===== config.mk =====
export PLATFORM = sky130hd
export DESIGN_NAME = swd_connect_seq
export DESIGN_NICKNAME = d
export VERILOG_FILES = /design/src/rtl/swd_conn_pkg.sv /design/src/rtl/swd_conn_timer.sv /design/src/rtl/swd_conn_pattern.sv /design/src/rtl/swd_conn_ctrl.sv /design/src/rtl/swd_connect_seq.sv
export SDC_FILE = /design/constraint.sdc
export NUM_CORES = 1
export LEC_CHECK = 0
export BUFFER_PORTS_ARGS = -buffer_cell sky130_fd_sc_hd__buf_4
export CAP_MARGIN = 20
export CORE_AREA = 2 2 100 102
export CTS_BUF_LIST = sky130_fd_sc_hd__clkbuf_4
export DETAILED_ROUTE_END_ITERATION = 10
export DIE_AREA = 0 0 102 104
export GPL_ROUTABILITY_DRIVEN = 0
export HOLD_SLACK_MARGIN = 0.12
export PLACE_DENSITY = 0.59
export SYNTH_ARGS = -nofsm -noshare
export SYNTH_HDL_FRONTEND = slang
export SYNTH_SLANG_ARGS = --single-unit

===== constraint.sdc =====
create_clock -name clk -period 7.5 [get_ports clk]
set_clock_uncertainty 0.1 [all_clocks]
set_input_delay 0.375 -clock clk [delete_from_list [all_inputs] [get_ports clk]]
set_output_delay 0.375 -clock clk [all_outputs]
set_load 0.005 [all_outputs]

===== src/rtl/swd_conn_pkg.sv =====
// Package: shared state type and protocol constants for the connect sequencer.
// Assumes the switch word is sent least significant bit first.
package swd_conn_pkg;

    typedef enum logic [1:0] {
        ST_IDLE  = 2'd0,
        ST_SHIFT = 2'd1,
        ST_READ  = 2'd2
    } conn_state_t;

    localparam logic [7:0]  IDCODE_RD_CMD = 8'hA5;
    localparam logic [15:0] SWITCH_WORD   = 16'hE79E;
    localparam int          SWITCH_BITS   = 16;

endpackage


===== src/rtl/swd_conn_timer.sv =====
// Module: half-period timer for the debug clock.
// Counts each phase for max(half_period,1) cycles, starting with a low phase.
// Assumes run drops for at least one cycle between sequences, which clears it.
module swd_conn_timer #(
    parameter int HPW = 8
) (
    input  logic           clk,
    input  logic           rst_n,
    input  logic           run,
    input  logic [HPW-1:0] half_period,
    output logic           phase_high,
    output logic           bit_done
);
    logic [HPW-1:0] cnt;
    logic [HPW-1:0] hp_eff;
    logic           terminal;

    // Purpose: map a zero half-period onto one cycle and find the phase end.
    always_comb begin
        hp_eff   = (half_period == '0) ? HPW'(1) : half_period;
        terminal = (cnt == hp_eff - HPW'(1));
        bit_done = run && terminal && phase_high;
    end

    // Purpose: advance the phase counter and toggle the clock phase.
    always_ff @(posedge clk) begin
        if (!rst_n || !run) begin
            cnt        <= '0;
            phase_high <= 1'b0;
        end else if (terminal) begin
            cnt        <= '0;
            phase_high <= ~phase_high;
        end else begin
            cnt        <= cnt + HPW'(1);
        end
    end
endmodule


===== src/rtl/swd_conn_pattern.sv =====
// Module: maps a pattern bit index onto the data value to drive.
// Layout: reset ones, switch word, reset ones, idle zeros.
// Assumes the index never exceeds TOTAL-1 while in use.
module swd_conn_pattern
    import swd_conn_pkg::*;
#(
    parameter int LR_BITS   = 64,
    parameter int IDLE_BITS = 8,
    parameter int IDXW      = 8
) (
    input  logic [IDXW-1:0] bit_idx,
    output logic            data_bit,
    output logic            last_bit
);
    localparam int SW_START   = LR_BITS;
    localparam int LR2_START  = SW_START + SWITCH_BITS;
    localparam int IDLE_START = LR2_START + LR_BITS;
    localparam int TOTAL      = IDLE_START + IDLE_BITS;

    int idx;

    // Purpose: select the data value for the current bit position.
    always_comb begin
        idx = int'(bit_idx);
        if (idx < SW_START) begin
            data_bit = 1'b1;
        end else if (idx < LR2_START) begin
            data_bit = SWITCH_WORD[(idx - SW_START) % SWITCH_BITS];
        end else if (idx < IDLE_START) begin
            data_bit = 1'b1;
        end else begin
            data_bit = 1'b0;
        end
        last_bit = (idx == TOTAL - 1);
    end
endmodule


===== src/rtl/swd_conn_ctrl.sv =====
// Module: connect control state machine.
// Accepts a request when idle, steps through the pattern bits, then holds a
// read request to the engine and records the result.
// Assumes eng_ack is a one-cycle pulse answering eng_req.
module swd_conn_ctrl
    import swd_conn_pkg::*;
#(
    parameter int HPW  = 8,
    parameter int IDXW = 8,
    parameter int DW   = 32
) (
    input  logic            clk,
    input  logic            rst_n,
    input  logic            connect_req,
    input  logic [HPW-1:0]  half_period,
    input  logic            bit_done,
    input  logic            last_bit,
    input  logic            eng_ack,
    input  logic            eng_ok,
    input  logic [DW-1:0]   eng_rdata,
    output conn_state_t     state,
    output logic [IDXW-1:0] bit_idx,
    output logic [HPW-1:0]  hp_q,
    output logic            done,
    output logic            link_ok,
    output logic [DW-1:0]   idcode
);
    // Purpose: sequence the idle, shift and read phases.
    always_ff @(posedge clk) begin
        if (!rst_n) begin
            state   <= ST_IDLE;
            bit_idx <= '0;
            hp_q    <= '0;
        end else begin
            case (state)
                ST_IDLE: begin
                    bit_idx <= '0;
                    if (connect_req) begin
                        hp_q  <= half_period;
                        state <= ST_SHIFT;
                    end
                end
                ST_SHIFT: begin
                    if (bit_done) begin
                        if (last_bit) begin
                            state <= ST_READ;
                        end else begin
                            bit_idx <= bit_idx + IDXW'(1);
                        end
                    end
                end
                ST_READ: begin
                    if (eng_ack) begin
                        state <= ST_IDLE;
                    end
                end
                default: state <= ST_IDLE;
            endcase
        end
    end

    // Purpose: capture the engine result and raise the completion strobe.
    always_ff @(posedge clk) begin
        if (!rst_n) begin
            done    <= 1'b0;
            link_ok <= 1'b0;
            idcode  <= '0;
        end else begin
            done <= (state == ST_READ) && eng_ack;
            if ((state == ST_READ) && eng_ack) begin
                link_ok <= eng_ok;
                idcode  <= eng_ok ? eng_rdata : '0;
            end
        end
    end
endmodule


===== src/rtl/swd_connect_seq.sv =====
// Module: top of the connect sequencer.
// Drives the clock and data line only while the switch pattern runs, then
// hands the link to the transaction engine for one identification read.
// Assumes the engine uses the same half-period setting.
module swd_connect_seq
    import swd_conn_pkg::*;
#(
    parameter int HPW       = 8,
    parameter int DW        = 32,
    parameter int LR_BITS   = 64,
    parameter int IDLE_BITS = 8
) (
    input  logic           clk,
    input  logic           rst_n,
    input  logic           connect_req,
    input  logic [HPW-1:0] half_period,
    output logic           busy,
    output logic           done,
    output logic           link_ok,
    output logic [DW-1:0]  idcode,
    output logic           swclk_out,
    output logic           swdio_out,
    output logic           swdio_oe,
    output logic           eng_req,
    output logic [7:0]     eng_cmd,
    input  logic           eng_ack,
    input  logic           eng_ok,
    input  logic [DW-1:0]  eng_rdata
);
    localparam int TOTAL = 2 * LR_BITS + SWITCH_BITS + IDLE_BITS;
    localparam int IDXW  = $clog2(TOTAL);

    conn_state_t     state;
    logic [IDXW-1:0] bit_idx;
    logic [HPW-1:0]  hp_q;
    logic            phase_high;
    logic            bit_done;
    logic            data_bit;
    logic            last_bit;
    logic            shifting;

    swd_conn_ctrl #(.HPW(HPW), .IDXW(IDXW), .DW(DW)) u_ctrl (
        .clk         (clk),
        .rst_n       (rst_n),
        .connect_req (connect_req),
        .half_period (half_period),
        .bit_done    (bit_done),
        .last_bit    (last_bit),
        .eng_ack     (eng_ack),
        .eng_ok      (eng_ok),
        .eng_rdata   (eng_rdata),
        .state       (state),
        .bit_idx     (bit_idx),
        .hp_q        (hp_q),
        .done        (done),
        .link_ok     (link_ok),
        .idcode      (idcode)
    );

    swd_conn_timer #(.HPW(HPW)) u_timer (
        .clk         (clk),
        .rst_n       (rst_n),
        .run         (shifting),
        .half_period (hp_q),
        .phase_high  (phase_high),
        .bit_done    (bit_done)
    );

    swd_conn_pattern #(.LR_BITS(LR_BITS), .IDLE_BITS(IDLE_BITS), .IDXW(IDXW)) u_pat (
        .bit_idx  (bit_idx),
        .data_bit (data_bit),
        .last_bit (last_bit)
    );

    // Purpose: drive the line pins and the engine request from the state.
    always_comb begin
        shifting  = (state == ST_SHIFT);
        busy      = (state != ST_IDLE);
        swclk_out = !(shifting && !phase_high);
        swdio_oe  = shifting;
        swdio_out = shifting && data_bit;
        eng_req   = (state == ST_READ);
        eng_cmd   = IDCODE_RD_CMD;
    end
endmodule


**Word level (Yosys, flattened, before mapping)**

Memories as Yosys holds them, arrays and structs flattened.
Index checks and enable logic that the tools add are counted.

- Register bits after elaboration: 61
- Bits in latches: 0
- RAM bits: 0
- ROM bits: 16
- Bits of input ports: 45
- Output and inout port bits: 47
- Memories: 1

Memory list:

| name | depth | width | rd ports | clocked after memory_dff | wr ports | line | RTL |
|---|---|---|---|---|---|---|---|
| (no name shown) | 16 | 1 | 1 | 0 | 0 | swd_conn_pattern.sv:28 | `data_bit = SWITCH_WORD[(idx - SW_START) % SWITCH_BITS];` |

- $add $sub $neg: 4
- Multipliers: 0
- Div/mod/pow operators: 0
- $lt $le $gt $ge: 4
- Eq/ne operators: 9
- Shift-type cells: 0
- Multiplexer cells: 15
- Bitwise operators: 2
- Reductions and logical operators: 19

Operators by type and width:

| operator | count |
|---|---|
| $mux W32 | 1 |
| $mux W8 | 3 |
| $add A8 B1 Y8 const B | 2 |
| $lt A8 B7 Y1 const B | 2 |
| $pmux W8 S2 | 1 |
| $sub A8 B7 Y9 const B | 1 |
| $eq A8 B8 Y1 | 1 |
| $eq A8 B8 Y1 const B | 1 |
| $logic_not A8 Y1 | 1 |
| $lt A8 B8 Y1 const B | 1 |
| $mux W2 | 4 |
| $ne A2 B2 Y1 const B | 4 |
| $sub A8 B1 Y8 const B | 1 |
| $lt A5 B6 Y1 const B | 1 |
| $pmux W2 S3 | 1 |
| $logic_and A1 B1 Y1 | 5 |
| $mux W1 | 5 |
| $logic_not A1 Y1 | 4 |
| $reduce_and A4 Y1 | 1 |
| $reduce_bool A2 Y1 | 2 |
| $reduce_or A4 Y1 | 1 |
| $reduce_and A3 Y1 | 1 |
| $eq A2 B1 Y1 const B | 1 |
| $eq A2 B2 Y1 const B | 1 |
| other kinds (7) | 7 |

**Logic depth before layout (Yosys ltp)**

Gate-level depths: netlist of the first run.

- Depth after elaboration: 9
- Gate-level depth with buffers: 9

**By module**

A second synthesis of the first run with hierarchy kept.

- Cells, all modules: 330
- Area, all modules: 2,890.3 um2

By module, submodules not included:

| module | times used | cells an instance | area an instance (um2) |
|---|---|---|---|
| swd_conn_ctrl | 1 | 234 | 2,083.2 |
| swd_conn_timer | 1 | 68 | 586.8 |
| swd_conn_pattern | 1 | 13 | 112.6 |
| swd_connect_seq | 1 | 15 | 107.6 |

**Least setup slack after synthesis of the first run**

OpenSTA, ideal clock, no wires.

- Path type: reg-to-reg
- From: register u_ctrl.hp_q[2]
- To: register u_ctrl.bit_idx[4]
- Library setup time: 0.070 ns
- Arrival time: 2.482 ns
- Path slack: 4.848 ns
- Stages on the path, launching flop included: 10
- Buffers on the path: 0
- Period minus slack after synthesis: 2.652 ns
- Cell sequence: dfxtp_1 > nor4_1 > a21oi_1 > ha_1 > xnor2_1 > o2bb2ai_1 > a21oi_1 > nand4_2 > or4_1 > a21oi_1

- Word-level cells in the longest chain between the ends: 8

RTL lines:

| item | line | RTL |
|---|---|---|
| start: declaration | swd_conn_ctrl.sv:23 | `output logic [HPW-1:0] hp_q,` |
| start signal: assignment | swd_conn_ctrl.sv:39 | `hp_q <= half_period;` |
| $logic_not A8 Y1 | swd_conn_timer.sv:20 | `hp_eff = (half_period == '0) ? HPW'(1) : half_period;` |
| $mux W8 * | swd_conn_timer.sv:20 |  |
| $sub A8 B1 Y8 * | swd_conn_timer.sv:21 | `terminal = (cnt == hp_eff - HPW'(1));` |
| $eq A8 B8 Y1 * | swd_conn_timer.sv:21 |  |
| $logic_and A1 B1 Y1 * (2 in a row) | swd_conn_timer.sv:22 | `bit_done = run && terminal && phase_high;` |
| $ne A2 B2 Y1 (no line) * | -- |  |
| $reduce_and A3 Y1 (no line) * | -- |  |
| end signal: assignment | swd_conn_ctrl.sv:48 | `bit_idx <= bit_idx + IDXW'(1);` |
| end: declaration | swd_conn_ctrl.sv:22 | `output logic [IDXW-1:0] bit_idx,` |

Every way passes the cells marked *; elsewhere a longest branch is shown, timed or not.
A chain may end at the register's enable or synchronous reset.

**Worst setup path after layout of the first run**

Same ends and word-level chain as after synthesis.

==> results of run 1 <==
[worst paths after layout]
kind                             startpoint                             end  slack [ns]  cells after the start
min reg2reg  u_ctrl.idcode[27]$_SDFFE_PN0P_  u_ctrl.idcode[27]$_SDFFE_PN0P_        0.36                      2
min                          half_period[2]     u_ctrl.hp_q[2]$_SDFFE_PN0P_        0.13                      3
max             u_ctrl.hp_q[2]$_SDFFE_PN0P_  u_ctrl.bit_idx[4]$_SDFFE_PN0P_        4.54                      9
max reg2reg     u_ctrl.hp_q[2]$_SDFFE_PN0P_  u_ctrl.bit_idx[4]$_SDFFE_PN0P_        4.54                      9
[state kept, by name, summed over array words and instances (netlist names)]
| name | cells |
|---|---|
| u_ctrl.link_ok | 1 |
| u_ctrl.hp_q | 8 |
| u_ctrl.done | 1 |
| u_timer.phase_high | 1 |
| u_ctrl.bit_idx | 8 |
| u_timer.cnt | 8 |
| u_ctrl.state | 2 |
| u_ctrl.idcode | 32 |
[stage by stage]
stage / std cells / cell area (sq um) / worst slack, ns
CTS: 568 / 3740 / 4.57
floorplan: 354 / 2840 / 4.85
finish: 570 / 3760 / 4.54
global placement: 542 / 3500 / 4.70
detailed placement: 545 / 3540 / 4.62
global route: 570 / 3760 / 4.24
[metal layers]
metal / track usage, % / vias up / part of all wire, %
li1: - / 1366 / -
met1: 17.0 / 1268 / 45
met2: 22.4 / 66 / 47
met3: 4.64 / 14 / 6.3
met4: 5.52 / 0 / 2.0
met5: 0 / - / 0
[placed cells by master, fill, tap and decap left out, types with 2 or more instances in the layout]
master,count
inv_1,8
a211oi_1,2
clkbuf_4,11
nand3_1,37
o211ai_1,2
mux2i_1,4
and3_1,4
nand2_1,64
conb_1,8
o21ai_0,2
clkinv_2,2
and4_1,2
xnor2_1,10
dlygate4sd3_1,9
buf_8,3
or4_1,4
nand4_1,5
nor3b_1,2
nor3_1,10
xor2_1,6
buf_4,84
and2_1,4
ha_1,5
nor2_1,6
dfxtp_1,61
or3_1,4
o31ai_1,3
a21oi_1,48
nor4_1,2
a31oi_1,2
nor2b_1,4
[what timing repair did]
| item | in CTS | in global routing |
|---|---|---|
| hold buffers | 7 | 2 |
| gates resized for setup | 0 | 0 |
| setup buffers | 0 | 0 |
| hold endpoints to repair | 7 | 2 |
[synthesized netlist by cell type, types with 2 or more instances]
cell type	n	area [sq um]
a21oi_1	48	240
nand4_1	5	31.3
clkbuf_1	17	63.8
conb_1	2	7.51
or3_1	4	25.0
nor4_1	2	12.5
nand2_1	64	240
o211ai_1	2	15.0
xor2_1	6	52.6
buf_4	9	67.6
nor2b_1	4	25.0
nor2_1	6	22.5
a211oi_1	2	15.0
inv_1	8	30.0
or4_1	4	30.0
nor3b_1	2	15.0
o21ai_0	2	10.0
xnor2_1	10	87.6
and4_1	2	17.5
ha_1	5	62.6
nand3_1	37	185
and3_1	4	25.0
buf_1	3	11.3
dfxtp_1	61	1220
a31oi_1	2	12.5
and2_1	4	25.0
mux2i_1	4	40.0
nor3_1	10	50.1
o31ai_1	3	22.5
[kinds of logic after synthesis]
logic type               synth area share, %
flip-flops                              43.3
multiplexers                            1.42
buffers and inverters                   6.12
AO/OA/AOI/OAI                           14.6
XOR/XNOR                                4.97
AND/OR/NAND/NOR                         27.0
adder cells (fa/ha/maj)                 2.22
other                                  0.266
[where the power goes]
group	leakage, nW	internal (mW)	switching, mW
registers	0.493	0.328	0.00523
logic	0.866	0.0436	0.0544
clock network	0.0743	0.107	0.118
[critical path: cells and delay by family (launching register included)]
family / cells / cell delay (ns)
compound gates: 4 / 0.70
fa+ha+maj: 1 / 0.30
simple gates: 3 / 1.26
xor+xnor: 1 / 0.15
flops: 1 / 0.37
[final cells by class]
class / count / area (sq um) / share of cell area (%)
Timing Repair Buffer: 96 / 766 / 20.3
Tap cell: 133 / 166 / 4.42
Inverter: 8 / 30.0 / 0.798
Sequential cell: 61 / 1220 / 32.4
Clock inverter: 5 / 51.3 / 1.36
Clock buffer: 11 / 82.6 / 2.19
Multi-Input combinational cell: 256 / 1450 / 38.5
==> flow_metrics.py, run 1 <==
metrics = {
    "drt": {
        "finalWirelength_microns": 7230,
        "drt_pass1_iterations": 4,
        "vias": 2714,
        "final_antenna_net_count": 0,
        "drcViolationCount": 0,
        "wire_per_inst_microns": 12.7,
        "routed_via_density": 4.76,
        "drt_iter0_markers": 121,
    },
    "timing": {
        "worst_pin_slew_ns": 0.679,
        "final-hold-violation-count": 0,
        "max_freq_mhz": 338,
        "whs_ns": 0.133,
        "timing.final.crit_share_pct": 39.5,
        "setup_viol": 0,
        "rsz0062_at_grt": "false",
        "fin_crit_ns": 2.96,
        "slew_violations": 0,
        "fin_tns_setup_ns": 0,
        "slew_headroom_pct": 54.7,
    },
    "clocking": {
        "cts_buffers": 9,
        "cts-root-buf": "clkbuf_4",
        "path_clk_slew_ns": 0.10,
        "clock_sinks": 61,
        "clkLatencyLatePin_ns": 0.40,
        "h-tree-depth": 3,
        "clockBufferDepth": 2,
        "cts_tree": "yes",
    },
    "global_route": {
        "antenna_found_initial": 0,
        "grt_pass1_vias": 2676,
        "grt_pass1_wl_microns": 12000,
        "overflow": 0,
        "grt_max_degree": 44,
        "grt.total_usage_pct": 13.9,
    },
    "setup_path": {
        "crit_path_end_kind": "flip-flop",
        "cpMaxStageDelayCell": "or4_1",
        "criticalPathCategory": "reg2reg",
        "cp_common_cell": "a21oi_1",
        "worstPathRequired_ns": 7.73,
        "cp_max_fo": 9,
        "critPathLaunchType": "flip-flop",
        "crit_chain": "nor4_1 > a21oi_1 > ha_1 > xnor2_1 > o2bb2ai_1 > a21oi_1 > nand4_2 > or4_1 > a21oi_1",
        "crit_arrival_ns": 3.19,
        "cpPeakStageDelay_ns": 0.52,
    },
    "synth": {
        "synth_area_sq_um": 2820,
        "syn_area_per_cell_sq_um": 8.10,
        "ys_seq_area_share_pct": 43.3,
        "synth_edf_count": 0,
        "synth-async-reset-ratio_pct": 0,
        "synth_cells": 348,
        "synthFlopType": "dfxtp_1",
        "ys_seq_elements": 61,
        "synth_warnings": 0,
        "synth_cell_type_count": 45,
    },
    "placement": {
        "numPortBuffers": 83,
        "hpwl_microns": 5180,
    },
    "die": {
        "boundaryPins": 92,
        "num_rows": 36,
        "die_h_microns": 104,
        "initial_core_util_pct": 29.5,
        "die_area_sq_um": 10600,
        "core-area_sq_um": 9550,
        "die_w_microns": 102,
    },
    "pwr": {
        "power_density_nw_per_um2": 174,
        "leakagePower_nw": 1.43,
        "total_power_mw": 0.657,
        "ir_drop_mv": 0.129,
    },
    "job": {
        "max-cap-violations": 0,
    },
    "layout": {
        "nFillCells": 1047,
        "syn_to_final_growth_pct": 33.6,
        "final_util_pct": 39.4,
        "antenna_cells": 0,
        "nNetsFinal": 482,
        "drive_gt1_share_pct": 25.2,
    },
    "hold_path": {
        "hold_class": "in2reg",
    },
    "outcome": {
        "status": "complete, no violations",
    },
}
(Power assumes the default switching activity.)
==> inputs of run 2 (changes only) <==
PLACE_DENSITY = 0.6   (was 0.59)
clock period = 2.4 ns   (was 7.5 ns; I/O delays follow)
==> run 2 against run 1 <==
  * Core utilization rose by 12 points
  * Maximum frequency rose by 18%
  * Worst hold slack improved by 0.23 ns
  * Sequential power rose to 3.1 times the previous value
  * Largest power group unchanged
  * Combinational power rose to 6.0 times the previous value
  * Worst setup slack got worse by 4.7 ns
  * The run now ends with setup timing left
  * Register-to-register slack got worse by 4.7 ns
  * Via count rose by 16%
  * First-iteration DRC count fell by 0.83%
  * Critical path type unchanged
  * Die area did not move
==> flow_metrics.py, run 2 (synthesized netlist as in run 1, its figures left out) <==
metrics = {
    "pwr": {
        "p_int_mw": 1.68,
        "clkPwrFrac_pct": 30.5,
        "p_comb_share_pct": 25.2,
        "swShare_pct": 28.6,
        "power_density_nw_per_um2": 474,
        "switching_power_mw": 0.670,
        "leakagePower_nw": 1.92,
        "ir_drop_mv": 0.279,
        "seqPwrFrac_pct": 44.3,
    },
    "placement": {
        "hpwl_microns": 5460,
        "place_ws_ns": -0.0875,
        "dp_cells": 567,
        "place_area_sq_um": 3750,
        "numPortBuffers": 83,
    },
    "timing": {
        "slew_headroom_pct": 62.7,
        "max_freq_mhz": 398,
        "worst_pin_slew_ns": 0.559,
        "rsz0062_at_grt": "true",
        "setup_viol": 16,
        "fin_crit_ns": 2.51,
        "whs_ns": 0.359,
        "timing.final.crit_share_pct": 105,
        "setup_slack_ns": -0.113,
        "final-hold-violation-count": 0,
        "slew_violations": 0,
    },
    "clocking": {
        "cts_buffers": 9,
        "path_clk_slew_ns": 0.11,
        "clock_sinks": 61,
        "clkLatencyLatePin_ns": 0.40,
        "h-tree-depth": 3,
        "cts-root-buf": "clkbuf_4",
        "cts_tree": "yes",
        "clockBufferDepth": 2,
    },
    "hold_path": {
        "hold_class": "reg2reg",
        "min_from": "u_ctrl.idcode[0]$_SDFFE_PN0P_",
    },
    "die": {
        "boundaryPins": 92,
        "die_h_microns": 104,
        "num_rows": 36,
        "die_w_microns": 102,
        "core-area_sq_um": 9550,
        "initial_core_util_pct": 29.5,
        "die_area_sq_um": 10600,
    },
    "global_route": {
        "grt_pass1_wl_microns": 15000,
        "grt_pass1_vias": 3173,
        "antenna_found_initial": 0,
        "overflow": 0,
        "grt_max_degree": 35,
        "grt.total_usage_pct": 17.3,
    },
    "layout": {
        "final_cell_mix": "buf_4 (113), dlygate4sd3_1 (84), nand2_1 (64)",
        "seqCellArea_sq_um": 1230,
        "final_area_sq_um": 4950,
        "instances_no_fill": 676,
        "layout_commonest_cell": "buf_4",
        "drive_gt1_share_pct": 30.8,
        "nNetsFinal": 588,
        "multi_input_area_sq_um": 1650,
        "largest_reg_flops": 32,
        "nFillCells": 922,
        "regMostFlops": "u_ctrl.idcode",
        "final_util_pct": 51.8,
        "syn_to_final_growth_pct": 75.5,
        "antenna_cells": 0,
    },
    "setup_path": {
        "worstPathRequired_ns": 2.65,
        "crit_path_end_kind": "flip-flop",
        "criticalPathCategory": "reg2reg",
        "crit_arrival_ns": 2.76,
        "cp_max_fo": 5,
        "startpoint": "u_ctrl.hp_q[3]$_SDFFE_PN0P_",
        "worstReg2RegStart": "u_ctrl.hp_q[3]$_SDFFE_PN0P_",
        "critPathLaunchType": "flip-flop",
    },
    "drt": {
        "drt_pass1_iterations": 4,
        "final_antenna_net_count": 0,
        "finalWirelength_microns": 9320,
        "wire_per_inst_microns": 13.8,
        "drt_iter0_markers": 120,
        "vias": 3156,
        "routed_via_density": 4.67,
        "drcViolationCount": 0,
    },
    "outcome": {
        "violations": "setup timing",
        "status": "finished with violations",
    },
    "job": {
        "max-cap-violations": 0,
    },
}
==> run 2: changes by cell type in the layout (fill, tap and decap cells not counted), sizes merged <==
cell         previous run  this run
buf                    87       117
dlygate4sd3             9        84
nand4                   6         7
==> run 2: power groups by stage <==
stage | clock, mW | sequential, mW | combinational [mW]
after detailed placement | 0 | 1.06 | 0.399
after CTS | 0.735 | 1.04 | 0.514
after floorplan | 0 | 1.06 | 0.235
final | 0.715 | 1.04 | 0.592
after global routing | 0.781 | 1.04 | 0.633
after global placement | 0 | 1.06 | 0.390
==> run 2: final cells by class <==
class,instances,share of cell area (%)
clock buffer,11,1.67
clock inverter,5,1.04
inverter,8,0.607
multi-input combinational,257,33.3
sequential,61,24.8
tap,133,3.36
timing repair buffer,201,35.2
==> run 2: worst paths after layout <==
| kind | slack (ns) | depth (start not counted) | to |
|---|---|---|---|
| max | -0.11 | 8 | u_ctrl.bit_idx[4]$_SDFFE_PN0P_ |
| min | 0.36 | 2 | u_ctrl.idcode[0]$_SDFFE_PN0P_ |
| min reg2reg | 0.36 | 2 | u_ctrl.idcode[0]$_SDFFE_PN0P_ |
| max reg2reg | -0.11 | 8 | u_ctrl.bit_idx[4]$_SDFFE_PN0P_ |
==> run 2: critical path: stages (launching register included) <==
cell,delay [ns]
dfxtp_4,0.37
or3_4,0.37
buf_6,0.13
o41ai_4,0.28
xor2_1,0.27
buf_4,0.19
nand4_4,0.14
or4_1,0.45
a21oi_2,0.14
==> run 2: per-stage QoR <==
| stage | power [mW] | setup TNS (ns) |
|---|---|---|
| after floorplan | 1.30 | -0.0108 |
| final | 2.35 | -1.16 |
| after global placement | 1.45 | -0.308 |
| after global routing | 2.46 | -3.03 |
| after CTS | 2.29 | -0.328 |
| after detailed placement | 1.46 | -0.869 |
==> run 2: what timing repair did <==
action                                 CTS  global route
setup endpoints to repair               19            43
gates cloned                             1             0
hold buffers                            84             0
setup buffers                            4             5
resized for setup                        9            22
endpoints found under the hold margin   46             0
pin swaps                                3            15
==> run 2: per-layer routing <==
metal | part of all wire, % | global-route usage [%] | up-vias
met2 | 50 | 29.1 | 83
met3 | 4.9 | 3.70 | 18
met4 | 2.1 | 7.14 | 0
met1 | 43 | 21.2 | 1473
met5 | 0 | 0 | -
li1 | - | - | 1582
==> inputs of run 3 (changes only) <==
CORE_AREA = 2 2 102 104   (was 2 2 100 102)
DIE_AREA = 0 0 104 106   (was 0 0 102 104)
RECOVER_POWER = 50   (was default)
SYNTH_HIERARCHICAL = 1   (was default)
==> run 3 against run 2 <==
  * The run still ends with setup timing left
  * Combinational power down 40%
  * Final cell count down 3.7%
  * Register-to-register slack worse by 0.16 ns
  * Sequential share of layout area up 1.2 points
  * Count of clock-buffer cells in the layout down 2
  * Clock power down 3.6%
  * Flip-flop and latch count unchanged
  * Worst hold slack worse by 0.0039 ns
  * Largest power group unchanged
==> flow_metrics.py, run 3 <==
metrics = {
    "outcome": {
        "status": "finished with violations",
        "violations": "setup timing",
    },
    "setup_path": {
        "cp_max_fo": 7,
        "criticalPathCategory": "reg2reg",
        "crit_path_end_kind": "flip-flop",
        "worstPathRequired_ns": 2.57,
        "crit_arrival_ns": 2.84,
        "critPathLaunchType": "flip-flop",
    },
    "die": {
        "num_rows": 37,
        "die_area_sq_um": 11000,
        "initial_core_util_pct": 28.9,
        "boundaryPins": 92,
        "die_w_microns": 104,
        "core-area_sq_um": 10000,
        "die_h_microns": 106,
    },
    "timing": {
        "slew_violations": 0,
        "rsz0062_at_grt": "true",
        "timing.final.crit_share_pct": 111,
        "fin_crit_ns": 2.67,
        "max_freq_mhz": 374,
        "worst_pin_slew_ns": 0.806,
        "setup_slack_ns": -0.271,
        "fin_tns_setup_ns": -1.80,
        "setup_viol": 8,
        "final-hold-violation-count": 0,
        "slew_headroom_pct": 46.3,
    },
    "layout": {
        "largest_reg_flops": 32,
        "layout_commonest_cell": "dlygate4sd3_1",
        "regMostFlops": "u_ctrl/idcode",
        "final_cell_mix": "dlygate4sd3_1 (76), buf_4 (75), dfxtp_1 (58)",
        "final_area_sq_um": 4710,
        "nFillCells": 947,
        "syn_to_final_growth_pct": 63.1,
        "nNetsFinal": 561,
        "antenna_cells": 0,
        "instances_no_fill": 651,
        "drive_gt1_share_pct": 29.7,
    },
    "synth": {
        "synth_area_sq_um": 2890,
        "synth_edf_count": 0,
        "synth_warnings": 6,
        "ys_seq_elements": 61,
        "synth_top_cell_area_share_pct": 42.3,
        "synth_cells": 330,
        "synth-async-reset-ratio_pct": 0,
        "yosys-top-cells-count": "dfxtp_1 (61), nand3_1 (40), nand2_1 (39), a21oi_1 (37), nor2_1 (25)",
        "syn_area_per_cell_sq_um": 8.76,
        "synth_cell_type_count": 52,
        "synthTopCellsByArea": "dfxtp_1 (42%), nand3_1 (6.9%), a21oi_1 (6.4%)",
        "synthFlopType": "dfxtp_1",
        "ys_seq_area_share_pct": 42.3,
        "synth_top_area_cell": "dfxtp_1",
        "synth_most_common_cell": "dfxtp_1",
    },
    "placement": {
        "dp_cells": 555,
        "place_area_sq_um": 3750,
        "hpwl_microns": 5090,
        "numPortBuffers": 83,
        "place_ws_ns": -0.312,
    },
    "drt": {
        "final_antenna_net_count": 0,
        "wire_per_inst_microns": 12.9,
        "routed_via_density": 4.60,
        "drcViolationCount": 0,
        "drt_iter0_markers": 116,
        "drt_pass1_iterations": 4,
        "vias": 2995,
        "finalWirelength_microns": 8430,
    },
    "clocking": {
        "path_clk_slew_ns": 0.10,
        "cts-root-buf": "clkbuf_4",
        "clock_sinks": 61,
        "h-tree-depth": 3,
        "cts_buffers": 9,
        "clockBufferDepth": 2,
        "clkLatencyLatePin_ns": 0.39,
        "cts_tree": "yes",
    },
    "global_route": {
        "grt_pass1_vias": 2976,
        "antenna_found_initial": 0,
        "grt_pass1_wl_microns": 14000,
        "grt.total_usage_pct": 15.5,
        "grt_max_degree": 46,
        "overflow": 0,
    },
    "pwr": {
        "power_density_nw_per_um2": 441,
        "ir_drop_mv": 0.313,
        "leakagePower_nw": 1.80,
    },
    "job": {
        "max-cap-violations": 0,
    },
    "hold_path": {
        "hold_class": "reg2reg",
    },
}
run 3: cell count changes in the layout (fill, tap and decap cells not counted), moves of 4 or more:
cell	before	now
a21oi_1	45	35
buf_4	113	75
clkbuf_1	0	6
clkbuf_4	11	39
dlygate4sd3_1	84	76
mux2i_1	4	10
nand2_1	64	39
nor2_1	6	24
nor3_1	5	1
xnor2_1	8	12
run 3: worst max-delay path, stage by stage, from the launching register on:
cell       delay [ns]
dfxtp_2          0.34
nor4_4           0.30
a21oi_2          0.14
or3b_1           0.37
a221o_1          0.38
nor3_4           0.26
nand2b_4         0.13
a2111oi_4        0.31
xnor2_1          0.18
nor2_2           0.04
run 3: power breakdown:
group	total [mW]	switching [mW]	internal (mW)
Combinational	0.358	0.151	0.207
Clock	0.689	0.378	0.310
Sequential	1.03	0.00873	1.02
run 3: through the flow:
step	total power, mW	utilization [%]	hold WS, ns
global route	2.19	47.1	0.376
CTS	2.09	47.0	0.360
finish	2.08	47.1	0.355
floorplan	1.20	-	0.150
global placement	1.32	37.5	0.256
detailed placement	1.32	37.5	0.264
run 3: kinds of logic (layout without fill, tap and decap cells):
group	count (synthesis)	after routing	synth area share (%)
AO/OA/AOI/OAI	57	57	12.2
XOR/XNOR	21	21	6.36
adder cells (fa/ha/maj)	6	6	2.60
buffers and inverters	35	214	7.45
flip-flops	61	61	42.3
multiplexers	10	10	3.46
other	2	8	0.260
AND/OR/NAND/NOR	138	138	25.4
run 3: timing repair:
item,4_1_cts,5_1_grt
pin swaps,11,8
hold buffers,76,0
gates resized for setup,6,7
hold endpoints to repair,50,0
endpoints found under the setup margin,10,19
setup buffers,4,1
run 3: area by class of cell:
class | count | area, sq um | share of cell area, %
repair buffers | 190 | 1600 | 33.9
multi-input cells | 240 | 1550 | 33.0
flip-flops and latches | 61 | 1220 | 26.0
well taps | 136 | 170 | 3.61
clock buffers | 9 | 67.6 | 1.43
clock inverters | 7 | 66.3 | 1.41
inverters | 8 | 32.5 | 0.690
run 3: path summary, 6_finish.rpt:
check	from	slack (ns)	end	depth (start not counted)
hold / removal	u_ctrl/idcode[27]$_SDFFE_PN0P_	0.36	u_ctrl/idcode[27]$_SDFFE_PN0P_	2
setup / recovery	u_ctrl/hp_q[5]$_SDFFE_PN0P_	-0.27	u_ctrl/bit_idx[7]$_SDFFE_PN0P_	9
hold reg to reg	u_ctrl/idcode[27]$_SDFFE_PN0P_	0.36	u_ctrl/idcode[27]$_SDFFE_PN0P_	2
setup reg to reg	u_ctrl/hp_q[5]$_SDFFE_PN0P_	-0.27	u_ctrl/bit_idx[7]$_SDFFE_PN0P_	9
run 3: per-layer routing:
metal,share of wire [%],track usage (%),routed length (microns),vias up
met5,0,0,0,-
met4,1.4,4.44,115,0
met3,5.3,4.90,446,14
met2,51,28.1,4280,101
met1,43,17.5,3590,1393
li1,-,-,-,1487
